## src/rtl/hbus_pkg.sv

```systemverilog
package hbus_pkg;
  localparam int DW = 16;
  localparam int NB = DW / 8;

  typedef enum logic [1:0] {ST_IDLE, ST_ADDR, ST_WAIT} seq_st_t;

  typedef struct packed {
    logic strobe_hi;
    logic mask_mode;
    logic swap;
  } hcfg_t;

  // active-low lane masks: word -> all lanes, byte -> lane chosen by a0
  function automatic logic [NB-1:0] lane_mask_n(input logic is_byte, input logic a0);
    logic [NB-1:0] m;
    m = '0;
    if (is_byte) m = a0 ? 2'b01 : 2'b10;
    return m;
  endfunction

  // strobe level for a given phase and polarity
  function automatic logic strobe_level(input logic in_addr_phase, input logic hi);
    return in_addr_phase ? hi : ~hi;
  endfunction
endpackage

```

## src/rtl/hbus_swap.sv

```systemverilog
module hbus_swap
  import hbus_pkg::*;
(
  input  logic [DW-1:0] din,
  input  logic          en,
  output logic [DW-1:0] dout
);
  for (genvar g = 0; g < NB; g++) begin : g_lane
    assign dout[g*8 +: 8] = en ? din[(NB-1-g)*8 +: 8] : din[g*8 +: 8];
  end
endmodule

```

## src/rtl/hbus_seq.sv

```systemverilog
module hbus_seq
  import hbus_pkg::*;
#(
  parameter int AW = 24
) (
  input  logic          clk,
  input  logic          rst_n,
  input  hcfg_t         cfg,
  input  logic          req_valid,
  input  logic          req_write,
  input  logic          req_byte,
  input  logic [AW-1:0] req_addr,
  input  logic [DW-1:0] req_wdata,
  input  logic          bus_ready,
  input  logic [DW-1:0] rdata_in,
  output hcfg_t         cfg_q,
  output logic          busy,
  output logic          addr_phase,
  output logic          lat_write,
  output logic          lat_byte,
  output logic [AW-1:0] lat_addr,
  output logic [DW-1:0] lat_wdata,
  output logic          req_accept,
  output logic          resp_valid,
  output logic [DW-1:0] resp_rdata
);
  seq_st_t st;
  logic    start_ev;
  logic    done_ev;

  assign start_ev   = (st == ST_IDLE) && req_valid;
  assign done_ev    = (st == ST_WAIT) && bus_ready;
  assign busy       = (st != ST_IDLE);
  assign addr_phase = (st == ST_ADDR);
  assign req_accept = (st == ST_IDLE);

  always_ff @(posedge clk or negedge rst_n) begin
    if (!rst_n) begin
      st         <= ST_IDLE;
      cfg_q      <= '0;
      lat_write  <= 1'b0;
      lat_byte   <= 1'b0;
      lat_addr   <= '0;
      lat_wdata  <= '0;
      resp_valid <= 1'b0;
      resp_rdata <= '0;
    end else begin
      resp_valid <= 1'b0;
      case (st)
        ST_IDLE: begin
          cfg_q <= cfg;
          if (start_ev) begin
            lat_write <= req_write;
            lat_byte  <= req_byte;
            lat_addr  <= req_addr;
            lat_wdata <= req_wdata;
            st        <= ST_ADDR;
          end
        end
        ST_ADDR: st <= ST_WAIT;
        ST_WAIT: begin
          if (done_ev) begin
            resp_valid <= 1'b1;
            resp_rdata <= rdata_in;
            st         <= ST_IDLE;
          end
        end
        default: st <= ST_IDLE;
      endcase
    end
  end


  accept_chk: assert property (@(posedge clk) disable iff (!rst_n)
    start_ev |=> (st == ST_ADDR) && !req_accept);


  cfg_frozen_chk: assert property (@(posedge clk) disable iff (!rst_n)
    busy |=> $stable(cfg_q));


  wait_hold_chk: assert property (@(posedge clk) disable iff (!rst_n)
    (st == ST_WAIT && !bus_ready) |=> (st == ST_WAIT) && !resp_valid);


  resp_pulse_chk: assert property (@(posedge clk) disable iff (!rst_n)
    resp_valid |=> !resp_valid);
endmodule

```

## src/rtl/hbus_lane_enc.sv

```systemverilog
module hbus_lane_enc
  import hbus_pkg::*;
(
  input  logic          active,
  input  logic          mask_mode,
  input  logic          is_byte,
  input  logic          a0,
  input  logic          write,
  output logic          byte_flag,
  output logic [NB-1:0] bmask_n,
  output logic          wr
);
  always_comb begin
    byte_flag = 1'b0;
    bmask_n   = '1;
    wr        = active && write;
    if (active) begin
      if (mask_mode) bmask_n   = lane_mask_n(is_byte, a0);
      else           byte_flag = is_byte;
    end
  end
endmodule

```

## src/rtl/hbus_lane_adapter.sv

```systemverilog
module hbus_lane_adapter
  import hbus_pkg::*;
#(
  parameter int AW = 24
) (
  input  logic          clk,
  input  logic          rst_n,
  input  logic          cfg_strobe_hi,
  input  logic          cfg_mask_mode,
  input  logic          cfg_swap,
  input  logic          req_valid,
  input  logic          req_write,
  input  logic          req_byte,
  input  logic [AW-1:0] req_addr,
  input  logic [15:0]   req_wdata,
  output logic          req_accept,
  output logic          resp_valid,
  output logic [15:0]   resp_rdata,
  output logic          bus_as,
  output logic          bus_active,
  output logic [AW-1:0] bus_addr,
  output logic          bus_byte,
  output logic [1:0]    bus_bmask_n,
  output logic          bus_wr,
  output logic [15:0]   bus_wdata,
  input  logic [15:0]   bus_rdata,
  input  logic          bus_ready
);
  hcfg_t         cfg_in;
  hcfg_t         cfg_q;
  logic          busy;
  logic          addr_phase;
  logic          lat_write;
  logic          lat_byte;
  logic [AW-1:0] lat_addr;
  logic [DW-1:0] lat_wdata;
  logic [DW-1:0] wdata_sw;
  logic [DW-1:0] rdata_sw;

  assign cfg_in = '{strobe_hi: cfg_strobe_hi, mask_mode: cfg_mask_mode, swap: cfg_swap};

  hbus_seq #(.AW(AW)) u_seq (
    .clk(clk), .rst_n(rst_n), .cfg(cfg_in),
    .req_valid(req_valid), .req_write(req_write), .req_byte(req_byte),
    .req_addr(req_addr), .req_wdata(req_wdata),
    .bus_ready(bus_ready), .rdata_in(rdata_sw),
    .cfg_q(cfg_q), .busy(busy), .addr_phase(addr_phase),
    .lat_write(lat_write), .lat_byte(lat_byte), .lat_addr(lat_addr),
    .lat_wdata(lat_wdata), .req_accept(req_accept),
    .resp_valid(resp_valid), .resp_rdata(resp_rdata)
  );

  hbus_swap u_wswap (.din(lat_wdata), .en(cfg_q.swap), .dout(wdata_sw));
  hbus_swap u_rswap (.din(bus_rdata), .en(cfg_q.swap), .dout(rdata_sw));

  hbus_lane_enc u_lane (
    .active(busy), .mask_mode(cfg_q.mask_mode), .is_byte(lat_byte),
    .a0(lat_addr[0]), .write(lat_write),
    .byte_flag(bus_byte), .bmask_n(bus_bmask_n), .wr(bus_wr)
  );

  assign bus_as     = strobe_level(addr_phase, cfg_q.strobe_hi);
  assign bus_active = busy;
  assign bus_addr   = busy ? lat_addr : '0;
  assign bus_wdata  = bus_wr ? wdata_sw : '0;


  strobe_one_cycle_chk: assert property (@(posedge clk) disable iff (!rst_n)
    (bus_as == cfg_q.strobe_hi) |=> (bus_as != cfg_q.strobe_hi));


  idle_quiet_chk: assert property (@(posedge clk) disable iff (!rst_n)
    !bus_active |-> (bus_bmask_n == 2'b11) && !bus_wr && !bus_byte);


  mask_marks_lane_chk: assert property (@(posedge clk) disable iff (!rst_n)
    (bus_active && cfg_q.mask_mode) |-> (bus_bmask_n != 2'b11) && !bus_byte);


  flag_scheme_chk: assert property (@(posedge clk) disable iff (!rst_n)
    bus_byte |-> !cfg_q.mask_mode && (bus_bmask_n == 2'b11));
endmodule

```

## config.mk

```make
export PLATFORM = sky130hd
export DESIGN_NAME = hbus_lane_adapter
export DESIGN_NICKNAME = d
export VERILOG_FILES = /design/src/rtl/hbus_pkg.sv /design/src/rtl/hbus_swap.sv /design/src/rtl/hbus_seq.sv /design/src/rtl/hbus_lane_enc.sv /design/src/rtl/hbus_lane_adapter.sv
export SDC_FILE = /design/constraint.sdc
export NUM_CORES = 1
export LEC_CHECK = 0
export ABC_AREA = 0
export CORE_MARGIN = 1.5
export CORE_UTILIZATION = 45
export DETAILED_ROUTE_END_ITERATION = 8
export DONT_BUFFER_PORTS = 1
export PLACE_DENSITY = 0.61
export SLEW_MARGIN = 20
export SYNTH_ARGS = -nofsm -noshare
export SYNTH_HDL_FRONTEND = slang
export SYNTH_HIERARCHICAL = 1
export SYNTH_SLANG_ARGS = --single-unit
```

## constraint.sdc

```tcl
create_clock -name clk -period 3 [get_ports clk]
set_input_delay 0.6 -clock clk [delete_from_list [all_inputs] [get_ports clk]]
set_output_delay 0.6 -clock clk [all_outputs]
set_load 0.01 [all_outputs]
```

* Word level (Yosys, flattened, before mapping) *
Cells that the tools add are included.

word-level totals
  flip-flop bits (word level) = 64
  bits of input ports = 65
  output and inout bits = 64
  logic and storage cells = 41

operators by class
  equal/unequal tests = 4
  multiplexer cells = 18
  bitwise logic cells = 1
  reductions and logical operators = 8

operators by type and width
  operator                                                                number
  8-bit two-way mux                                                       4
  24-bit two-way mux                                                      1
  16-bit two-way mux                                                      1
  2-bit two-way mux                                                       6
  2-bit case mux with 3 select lines                                      1
  2-bit AND reduction                                                     3
  1-bit two-way mux                                                       5
  2-bit by 1-bit != test with 1-bit output (second input constant)        2
  1-bit logical AND                                                       3
  2-bit by 1-bit equality test with 1-bit output (second input constant)  1
  2-bit equality test (second input constant)                             1
  2-bit zero test                                                         1
  2-bit nonzero test                                                      1
  1-bit NOT                                                               1

* Depth between registers and ports, before layout *
Gate-level depths: netlist of run 1.

  depth in word-level cells = 4
  depth in mapped cells = 5
  gate-level depth less buffers = 4

* Cells and area by module *
Netlist of run 1, hierarchy kept.

by module, submodules not included
  module             times used  cells an instance  area an instance (µm²)  seq. area each (µm²)
  hbus_seq           1           138                2412.3                  1601.5
  hbus_swap          2           18                 249.0                   0.0
  hbus_lane_adapter  1           44                 319.1                   0.0
  hbus_lane_enc      1           7                  38.8                    0.0

* Worst setup path after synthesis of run 1 *
OpenSTA, ideal clock, no wires.

  kind = register to output
  from = register u_seq.st[1]
  to = output bus_wdata[10]
  data arrival time = 1669 ps
  required time = 2400 ps
  slack = 731 ps
  cell stages (with the launch flop) = 6
  path buffers = 1
  cell sequence = dfrtp_1 nor2_1 inv_1 and2_1 buf_4 and2_1

between the ends
  word-level cells in the longest chain between the ends = 3

RTL lines
  element                 line                     RTL
  start, declared         hbus_seq.sv:27           seq_st_t st;
  start signal, assigned  hbus_seq.sv:39           st <= ST_IDLE;
  start signal, assigned  hbus_seq.sv:57           st <= ST_ADDR;
  start signal, assigned  hbus_seq.sv:60           ST_ADDR: st <= ST_WAIT;
  2-bit nonzero test      hbus_seq.sv:33           assign busy = (st != ST_IDLE);
  named net bus_active    hbus_lane_adapter.sv:20  output logic bus_active,
  1-bit logical AND       hbus_lane_enc.sv:16      wr = active && write;
  named net bus_wr        hbus_lane_adapter.sv:24  output logic bus_wr,
  16-bit two-way mux      hbus_lane_adapter.sv:65  assign bus_wdata = bus_wr ? wdata_sw : '0;
  end, declared           hbus_lane_adapter.sv:25  output logic [15:0] bus_wdata,

The timed path passes the listed nets, and every way through them passes these cells.

* Final worst setup path of run 1 *
  from = register u_seq/cfg_q[0] (netlist name)
  to = output bus_wdata[0]

between the ends
  word-level cells in the longest chain between the ends = 2

RTL lines
  element                line                     RTL
  8-bit two-way mux      hbus_swap.sv:9           assign dout[g*8 +: 8] = en ? din[(NB-1-g)*8 +: 8] : din[g*8 +: 8];
  named net wdata_sw[0]  hbus_lane_adapter.sv:37  logic [DW-1:0] wdata_sw;
  16-bit two-way mux     hbus_lane_adapter.sv:65

The timed path passes the listed nets, and every way through them passes these cells.

==> results of run 1 <==
## stage by stage
stage / hold slack, ns / utilization / area, um^2 / power [mW] / setup slack [ns]
after floorplan: 0.304 / - / 3270 / 3.18 / 0.731
after global placement: 0.306 / 0.474 / 3270 / 3.30 / 1.00
after detailed placement: 0.306 / 0.474 / 3270 / 3.33 / 0.997
after CTS: 0.134 / 0.509 / 3520 / 4.18 / 0.621
after global routing: 0.145 / 0.509 / 3520 / 4.40 / 0.500
final: 0.139 / 0.509 / 3520 / 4.11 / 0.638
## what timing repair did
item	CTS	global route
endpoints found under the hold margin	64	0
endpoints found under the setup margin	0	0
hold buffers	1	0
## cell usage after synthesis
cell      number
buf_6          8
or2_2          1
mux2_2        71
nor3b_4        1
xnor2_1        1
and2b_1        1
mux2_4        20
buf_4          2
and2_1        17
buf_12         2
nand3b_4       1
nor3b_1        1
inv_1          3
nand2_1        2
dfrtp_1       64
mux2_1         2
and2_2        24
nand3_1        1
o211ai_2       1
nor2_1         2
## final timing paths
| kind | end | slack [ns] |
|---|---|---|
| hold / removal | u_seq/lat_addr[5] | 0.14 |
| hold reg to reg | u_seq/lat_addr[12] | 0.48 |
| min in group clk | u_seq/lat_addr[12] | 0.41 |
| setup / recovery | bus_wdata[0] | 0.64 |
| setup reg to reg | u_seq/resp_rdata[0] | 1.14 |
| max in group asynchronous | u_seq/cfg_q[0] | 2.60 |
## report_power, final
group	switching, mW	leakage [nW]	internal, mW
Clock	0.318	0.108	0.491
Combinational	0.646	0.683	0.954
Sequential	0.406	0.752	1.30
Total	1.37	1.54	2.74
## worst register-to-register path, stage by stage, from the launching register on
cell and delay (ns):
dfrtp_2 0.82, buf_4 0.32, mux2_2 0.35, mux2_2 0.26
## per-layer routing
metal,track usage,share of wire,up-vias
met3,0.0625,0.086,12
met2,0.235,0.47,72
met5,0,0,-
li1,-,-,781
met4,0.0866,0.026,0
met1,0.189,0.42,825
## area by class of cell
type | count | area, um^2
fill | 657 | 3390
multi-input combinational | 146 | 1510
clock buffer | 13 | 149
timing repair buffer | 5 | 57.6
inverter | 3 | 11.3
clock inverter | 3 | 65.1
tap | 96 | 120
sequential | 64 | 1600
## cells by family after synthesis
family / Yosys count / share of synthesized area
simple gates: 51 / 0.112
flops: 64 / 0.490
mux: 93 / 0.343
buf+inv: 15 / 0.0479
compound gates: 1 / 0.00383
xor+xnor: 1 / 0.00268
## registers in the layout, indices dropped and copies added, names as in the netlist
| register | count |
|---|---|
| u_seq/cfg_q | 3 |
| u_seq/lat_wdata | 16 |
| u_seq/st | 2 |
| u_seq/resp_rdata | 16 |
| u_seq/resp_valid | 1 |
| u_seq/lat_byte | 1 |
| u_seq/lat_write | 1 |
| u_seq/lat_addr | 24 |
## cells in the final DEF, fill, tap and decap left out, types with 2 or more instances in the layout
cell,Yosys,routed
bufinv_16,0,2
and2_1,17,17
dfrtp_1,64,63
buf_4,2,4
mux2_4,20,20
clkbuf_8,0,10
nor2_1,2,2
mux2_1,2,2
inv_1,3,3
mux2_2,71,71
and2_2,24,24
clkbuf_1,0,3
nand2_1,2,2
==> metrics, run 1 <==
Buf/Inv on CP=0; vias=1690; share of cells above drive strength 1=0.590; CTS tree=built; DRT iter0 DRCs=54; f_max=423 MHz; die width=88.2 um; # diodes=0; syn_nets=290; Post-CTS Setup Inserts=0; R2R cell count=3; Pwr per Cell Area=1170 nW/um^2; vias in the first global route=1737; Routed Antenna Nets=0; Inst Count DP=313; CORE AREA=6910 um^2; Worst R2R Start=u_seq/cfg_q[0]; final setup fails=0; Syn Area/Cell=14.5 um^2; Final Cycle Share=0.787; Worst Path Class, Setup=flip-flop to output pin; P_leak=1.54 nW; port bufs=0; RSZ-0062 raised after global routing=no; Layout Nets=294; DRT Wirelength=5.79 mm; worst-path fanout max=26; Tot GR Track Use=0.155; CP max stage cell=dfrtp_2; Area Growth Syn to Fin=7.58%; Inserted Clock Buffers=9; Req. time, crit path=2.40 ns; via-per-instance ratio=5.12; area fraction of the dominant cell type after synthesis=0.490; Root Buffer=clkbuf_8; max-cap viol count=0; Slew HR=0.533; die area=7780 um^2; CTS H-tree lvls=3; Critical Path Start=u_seq/cfg_q[0]; Worst path max stage delay=0.82 ns; placed wire-length estimate=3.89 mm; Ports=129; Die Ht=88.2 um; Sum Neg Setup Slack=0 ns; largest net degree at the start of global routing=65; Hold/Removal Path Class=input port to asynchronous set/reset pin; cell taking the most area after synthesis=dfrtp_1; Skew-Pair Late Insertion Delay=0.33 ns; Worst Skew=0.00622 ns; Initial Utilization=0.473; status=completed; non-filler cells, final=330; first-pass GRT wire length=8.87 mm; antenna violations before repair=0; clk sink count=64; peak supply drop=0.000632 V; post-synthesis register bit count=64; gpl congestion=0.720; unique cell type count in the Yosys netlist=20; delay-heaviest family, CP=flip-flops; synth warn=6; DRC Markers=0; synthesized cell area=3270 um^2; Clock Path Buffers=2; Pre-antenna DRT Iters=3; Row Count=30; GRT overflow=0; register area share after synthesis=0.490; Final Slew Violations=0; Final Hold Viols=0; post-synthesis cell count=225; CP Cell Sequence=mux2_2 > and2_1; crit start category=flip-flop; Worst Setup End Kind=output pin; CTS-repair resized insts=0; post-layout min period=2.36 ns; Arr. time, crit path=1.76 ns; stages on the worst setup path=2; Worst Tran Pin Value=0.700 ns; Avg WL per Cell=17.5 um; ranking of synthesized cells by area=dfrtp_1, mux2_2, mux2_4; clock slew at reported path FFs=0.07 ns
Power figures use the tool's default switching activity.
==> run 2, diff against run 1 <==
Settings changed: ABC_AREA 0 to 1, PLACE_DENSITY 0.61 to 0.63.
Clock period 3 ns to 2.1 ns, I/O delays scaled along.
==> run 2 against run 1 <==
Via count up 68%; critical path depth grew 3; synthesized area is 8.4% higher; setup slack got worse by 0.45 ns; sequential cell count unchanged; combinational power rose by 52%; clock skew rose by 0.0022 ns; first-iteration DRC count is 140% higher; design area rose by 5.8%.
==> metrics, run 2 <==
post-synthesis cell count=482 (+110%); CTS H-tree lvls=3 (unchanged); Initial Utilization=0.461 (-0.0124); largest net degree at the start of global routing=65 (unchanged); Req. time, crit path=1.68 ns (-0.72 ns); Worst Tran Pin Value=0.797 ns (+0.0966 ns); CP max stage cell=dfrtp_1; largest registers=u_seq/lat_addr x24, u_seq/lat_wdata x16, u_seq/resp_rdata x16; synthesized cell area=3540 um^2 (+8.4%); fillers=796 (+21%); clk sink count=64 (unchanged); Final Hold Viols=0 (unchanged); GRT overflow=0 (unchanged); share of cells above drive strength 1=0.143 (-0.447); Slew HR=0.467 (-0.0663); Hold/Removal Path Class=input port to flip-flop; synth warn=6 (unchanged); worst-path fanout max=14 (-46%); Clock Path Buffers=2 (unchanged); Arr. time, crit path=1.50 ns (-0.26 ns); area fraction of the dominant cell type after synthesis=0.452 (-0.0379); Area Growth Syn to Fin=4.98%; Routed Antenna Nets=0 (unchanged); Ports=129 (unchanged); gpl congestion=0.804 (+12%); Pre-antenna DRT Iters=6 (+3); Syn Area/Cell=7.35 um^2 (-49%); die area=8410 um^2 (+8.1%); Post-CTS Hold Buffers=2 (+1); Post-CTS Setup Inserts=0 (unchanged); f_max=522 MHz; placed wire-length estimate=5.19 mm (+33%); # diodes=0 (unchanged); Worst Setup End Kind=output pin; port bufs=0 (unchanged); EDFF count, synth=0 (unchanged); max-cap viol count=0 (unchanged); status=completed; CTS tree=built; via-per-instance ratio=4.90 (-4.3%); unique cell type count in the Yosys netlist=18 (-10%); Layout Nets=536 (+82%); peak supply drop=0.000658 V (+4.1%); Worst path max stage delay=0.67 ns (-0.15 ns); syn_nets=547 (+89%); most frequent CP cell=nand2_1; Skew-Pair Late Insertion Delay=0.33 ns (about the same); Tot GR Track Use=0.198 (+0.0432); ranking of synthesized cells by area=dfrtp_1, nand2_1, nand2_2; Final Slew Violations=0 (unchanged); cell taking the most area after synthesis=dfrtp_1; commonest non-fill, non-tap cells in the layout=nand2_1, dfrtp_1, inv_1; final setup fails=0 (unchanged); CORE AREA=7690 um^2 (+11%); RSZ-0062 raised after global routing=no; DRT iter0 DRCs=131 (+140%); post-layout min period=1.92 ns; Post-synth top cells=nand2_1, dfrtp_1, inv_1, nand3_1, nand2_2; CP Cell Sequence=buf_4 > nand2_1 > nand2_2 > nand2_1 > inv_1; Worst R2R Setup Slack=0.58 ns (-0.56 ns); die width=91.7 um (+4.0%); Row Count=32 (+6.7%); max FFs per register=24 (unchanged); Avg WL per Cell=13.7 um (-22%); register area share after synthesis=0.452 (-0.0379); post-synthesis register bit count=64 (unchanged); vias=2832 (+68%); Worst Path Class, Setup=flip-flop to output pin; Async SR Flop Fraction=1.00 (unchanged); top_reg_cell synth=dfrtp_1; most common cell in the netlist=nand2_1; Root Buffer=clkbuf_8; Pwr per Cell Area=1580 nW/um^2 (+35%); clock slew at reported path FFs=0.07 ns (about the same); register area=1600 um^2 (about the same); Worst Skew=0.00840 ns (+0.00219 ns); Final Cycle Share=0.913; Sum Neg Setup Slack=0 ns (unchanged); crit start category=flip-flop; Inserted Clock Buffers=9 (unchanged); commonest non-fill, non-tap cell in the layout=nand2_1; Biggest register=u_seq/lat_addr; P_leak=2.27 nW (+47%); first-pass GRT wire length=13.1 mm (+47%); vias in the first global route=2672 (+54%); DRT Wirelength=7.93 mm (+37%); DRC Markers=0 (unchanged); area of the multi-input gates=1480 um^2 (-2.3%); antenna violations before repair=0 (unchanged); Min Hold Slack=0.209 ns (+0.0698 ns); Die Ht=91.7 um (+4.0%); CTS-repair resized insts=0 (unchanged); Buf/Inv on CP=2 (+2); delay-heaviest family, CP=flip-flops
-- run 2: cell count changes after synthesis, moves of 3 or more --
cell / change
and2_1: -17
and2_2: -24
buf_2: +12
buf_6: +3
inv_1: +46
mux2_2: -71
mux2_4: -20
nand2_1: +229
nand2_2: +41
nand3_1: +41
nand4_1: +16
-- run 2: cell type report --
type                       instances  area share
timing repair buffer               9      0.0242
clock inverter                     2     0.00942
inverter                          51      0.0555
clock buffer                      14      0.0491
tap                              102      0.0343
sequential                        64       0.431
multi-input combinational        336       0.397
-- run 2: kinds of logic (layout without fill, tap and decap cells) --
| family | after synthesis | in the layout | synth area share |
|---|---|---|---|
| AOI/OAI and AO/OA | 1 | 1 | 0.00141 |
| buffers and inverters | 82 | 76 | 0.131 |
| DFF | 64 | 64 | 0.452 |
| and+or+nand+nor | 335 | 335 | 0.415 |
-- run 2: worst paths after layout --
path	startpoint	to	depth (start not counted)
hold / removal	cfg_mask_mode	u_seq/cfg_q[1]	2
hold reg to reg	u_seq/lat_addr[14]	u_seq/lat_addr[14]	2
setup / recovery	u_seq/cfg_q[0]	bus_wdata[8]	5
min in group asynchronous	rst_n	u_seq/resp_rdata[12]	2
max in group asynchronous	rst_n	u_seq/lat_wdata[12]	2
setup reg to reg	u_seq/cfg_q[0]	u_seq/resp_rdata[1]	6
-- run 2: through the flow --
stage | setup slack, ns | power (mW) | util | cell area, um^2 | cells
floorplan | 0.183 | 4.58 | - | 3540 | 482
global placement | 0.547 | 4.71 | 0.451 | 3460 | 560
detailed placement | 0.498 | 4.78 | 0.451 | 3460 | 560
CTS | 0.125 | 5.96 | 0.484 | 3720 | 578
global route | 0.0135 | 6.44 | 0.484 | 3720 | 578
finish | 0.183 | 5.89 | 0.484 | 3720 | 578
-- run 2: worst register-to-register path, stage by stage, from the launching register on --
cell	delay, ns
dfrtp_1	0.67
buf_4	0.35
inv_8	0.11
nand2_1	0.08
nand2_1	0.06
nand4_1	0.10
nand2_1	0.06
-- run 2: report_power, final --
group	leakage, nW	internal (mW)	switching [mW]
logic	1.36	0.744	1.69
clock network	0.113	0.677	0.440
registers	0.795	1.81	0.527
-- run 2: layer usage --
metal  GRT usage  vias to the layer above  wire, um
li1            -                     1428         -
met1       0.263                     1301      3810
met2       0.303                       94      3560
met3      0.0622                        9       433
met4      0.0756                        0       121
met5           0                        -         0
==> run 3, diff against run 2 <==
Settings changed: SETUP_SLACK_MARGIN set to 0.2.
==> run 3 against run 2 <==
The flow now finishes with violations (negative hold slack); maximum frequency up 1.1%; first-iteration DRC count grew 18%; hold slack worse by 0.42 ns; die area is the same; via count rose by 1.2%; sequential share of layout area is 0.15 points lower; critical path depth up 1; clock power shrank 6%; clock-buffer cell count decreased by 1; global-route usage decreased by 0.19 points; sequential cell count unchanged; utilization rose by 0.21 points; largest cell class unchanged; highest routed layer unchanged.
==> metrics, run 3 (synthesis results as in run 2) <==
CTS H-tree lvls=3 (unchanged); commonest non-fill, non-tap cells in the layout=nand2_1, dfrtp_1, inv_1; Biggest register=u_seq/lat_addr; commonest non-fill, non-tap cell in the layout=nand2_1; Hold/Removal Path Class=input port to asynchronous set/reset pin; Sum Neg Setup Slack=0 ns (unchanged); Slew HR=0.745 (+0.278); die width=91.7 um (unchanged); total power draw=5.92 mW (+0.64%); violated checks=negative hold slack; Worst Path Class, Setup=flip-flop to output pin; Clock Path Buffers=2 (unchanged); Final Hold Viols=64 (+64); port bufs=0 (unchanged); Die Ht=91.7 um (unchanged); DRT Wirelength=7.83 mm (-1.2%); DRC Markers=0 (unchanged); status=finished with violations; clock slew at reported path FFs=0.07 ns (about the same); non-filler cells, final=582 (+0.69%); design area=3730 um^2 (+0.44%); Skew-Pair Late Insertion Delay=0.32 ns (about the same); Routed Antenna Nets=0 (unchanged); largest net degree at the start of global routing=65 (unchanged); share of cells above drive strength 1=0.158 (+0.0155); Root Buffer=clkbuf_8; vias in the first global route=2648 (-0.90%); Row Count=32 (unchanged); Area Growth Syn to Fin=5.44%; Inserted Clock Buffers=9 (unchanged); Avg WL per Cell=13.5 um (-1.9%); Ports=129 (unchanged); Placed Area=3480 um^2 (+0.54%); Worst path max stage delay=0.41 ns (-0.26 ns); Tot GR Track Use=0.196 (-0.00185); Pre-antenna DRT Iters=4 (-2); f_max=528 MHz (+1.1%); Min Hold Slack=-0.216 ns (-0.425 ns); antenna violations before repair=0 (unchanged); DRT iter0 DRCs=154 (+18%); first-pass GRT wire length=13.1 mm (+0.16%); CP max stage cell=dfrtp_1; crit start category=flip-flop; Initial Utilization=0.461 (unchanged); via-per-instance ratio=4.92 (+0.47%); Critical Path Start=u_seq/st[1]; post-place setup slack=0.313 ns (-0.186 ns); CORE AREA=7690 um^2 (unchanged); Final Cycle Share=0.903 (-0.0100); Core Util, Final=0.486 (+0.00212); max FFs per register=24 (unchanged); R2R cell count=7 (+1); Worst Skew=0.00934 ns (+0.000940 ns); GRT overflow=0 (unchanged); post-route setup slack=0.204 ns (+0.0211 ns); Worst R2R Start=u_seq/st[1]; Worst Setup End Kind=output pin; CTS tree=built; RSZ-0062 raised after global routing=yes; # diodes=0 (unchanged); peak supply drop=0.000621 V (-5.6%); Layout Nets=540 (+0.75%); final setup fails=0 (unchanged); Arr. time, crit path=1.48 ns (-0.02 ns); Req. time, crit path=1.68 ns (about the same); worst-path fanout max=3 (-11); CP Cell Sequence=nor2_4 > clkinvlp_4 > nand2_2 > clkinvlp_4 > buf_4 > buf_4; largest registers=u_seq/lat_addr x24, u_seq/lat_wdata x16, u_seq/resp_rdata x16; Inst Count DP=562 (+0.36%); post-layout min period=1.90 ns (-0.0211 ns); clk sink count=64 (unchanged); max-cap viol count=0 (unchanged); vias=2865 (+1.2%); Final Slew Violations=0 (unchanged); Pwr per Cell Area=1590 nW/um^2 (+0.20%); gpl congestion=0.819 (+1.9%); die area=8410 um^2 (unchanged); Worst Tran Pin Value=0.382 ns (-0.415 ns); placed wire-length estimate=5.29 mm (+2.1%); P_leak=2.26 nW (-0.32%)
==> run 3: changes by cell type in the layout (fill, tap and decap cells not counted), moves of 2 or more <==
cell | before | now
buf_4 | 7 | 11
clkinvlp_4 | 0 | 2
inv_1 | 49 | 47
clkbuf_8 | 13 | 11
==> run 3: worst max-delay path, delay by kind of cell, from the launching register on <==
kind,cells,cell delay (ns)
buffers and inverters,4,0.51
DFF,1,0.41
and+or+nand+nor,2,0.23
==> run 3: repair_timing <==
action / CTS / global route
setup endpoints to repair: 35 / 31
endpoints found under the hold margin: 64 / 64
pin swaps: 1 / 1
setup buffers: 4 / 0
cloned: 0 / 0
resized for setup: 3 / 1
==> run 3: area by class of cell <==
type | count | area (um^2)
Multi-Input combinational cell | 336 | 1480
Tap cell | 102 | 128
Inverter | 51 | 214
Clock inverter | 3 | 40.0
Clock buffer | 13 | 159
Sequential cell | 64 | 1600
Timing Repair Buffer | 13 | 114
Fill cell | 823 | 3950
==> run 3: final timing paths <==
kind                                         to  slack (ns)
setup reg to reg             u_seq/lat_wdata[6]        0.52
max in group asynchronous        u_seq/cfg_q[0]        2.20
min in group clk                 u_seq/cfg_q[2]        0.21
hold reg to reg              u_seq/lat_addr[16]        0.47
setup / recovery                         bus_wr        0.20
hold / removal             u_seq/resp_rdata[12]       -0.22
==> run 3: per-layer routing <==
layer | track usage | up-vias | part of all wire
li1 | - | 1436 | -
met1 | 0.276 | 1339 | 0.49
met2 | 0.296 | 82 | 0.45
met3 | 0.0473 | 8 | 0.056
met4 | 0.0718 | 0 | 0.011
met5 | 0 | - | 0
==> run 3: where the power goes <==
part	internal (mW)	switching, mW
combinational	0.837	1.70
clock	0.610	0.436
sequential	1.81	0.531
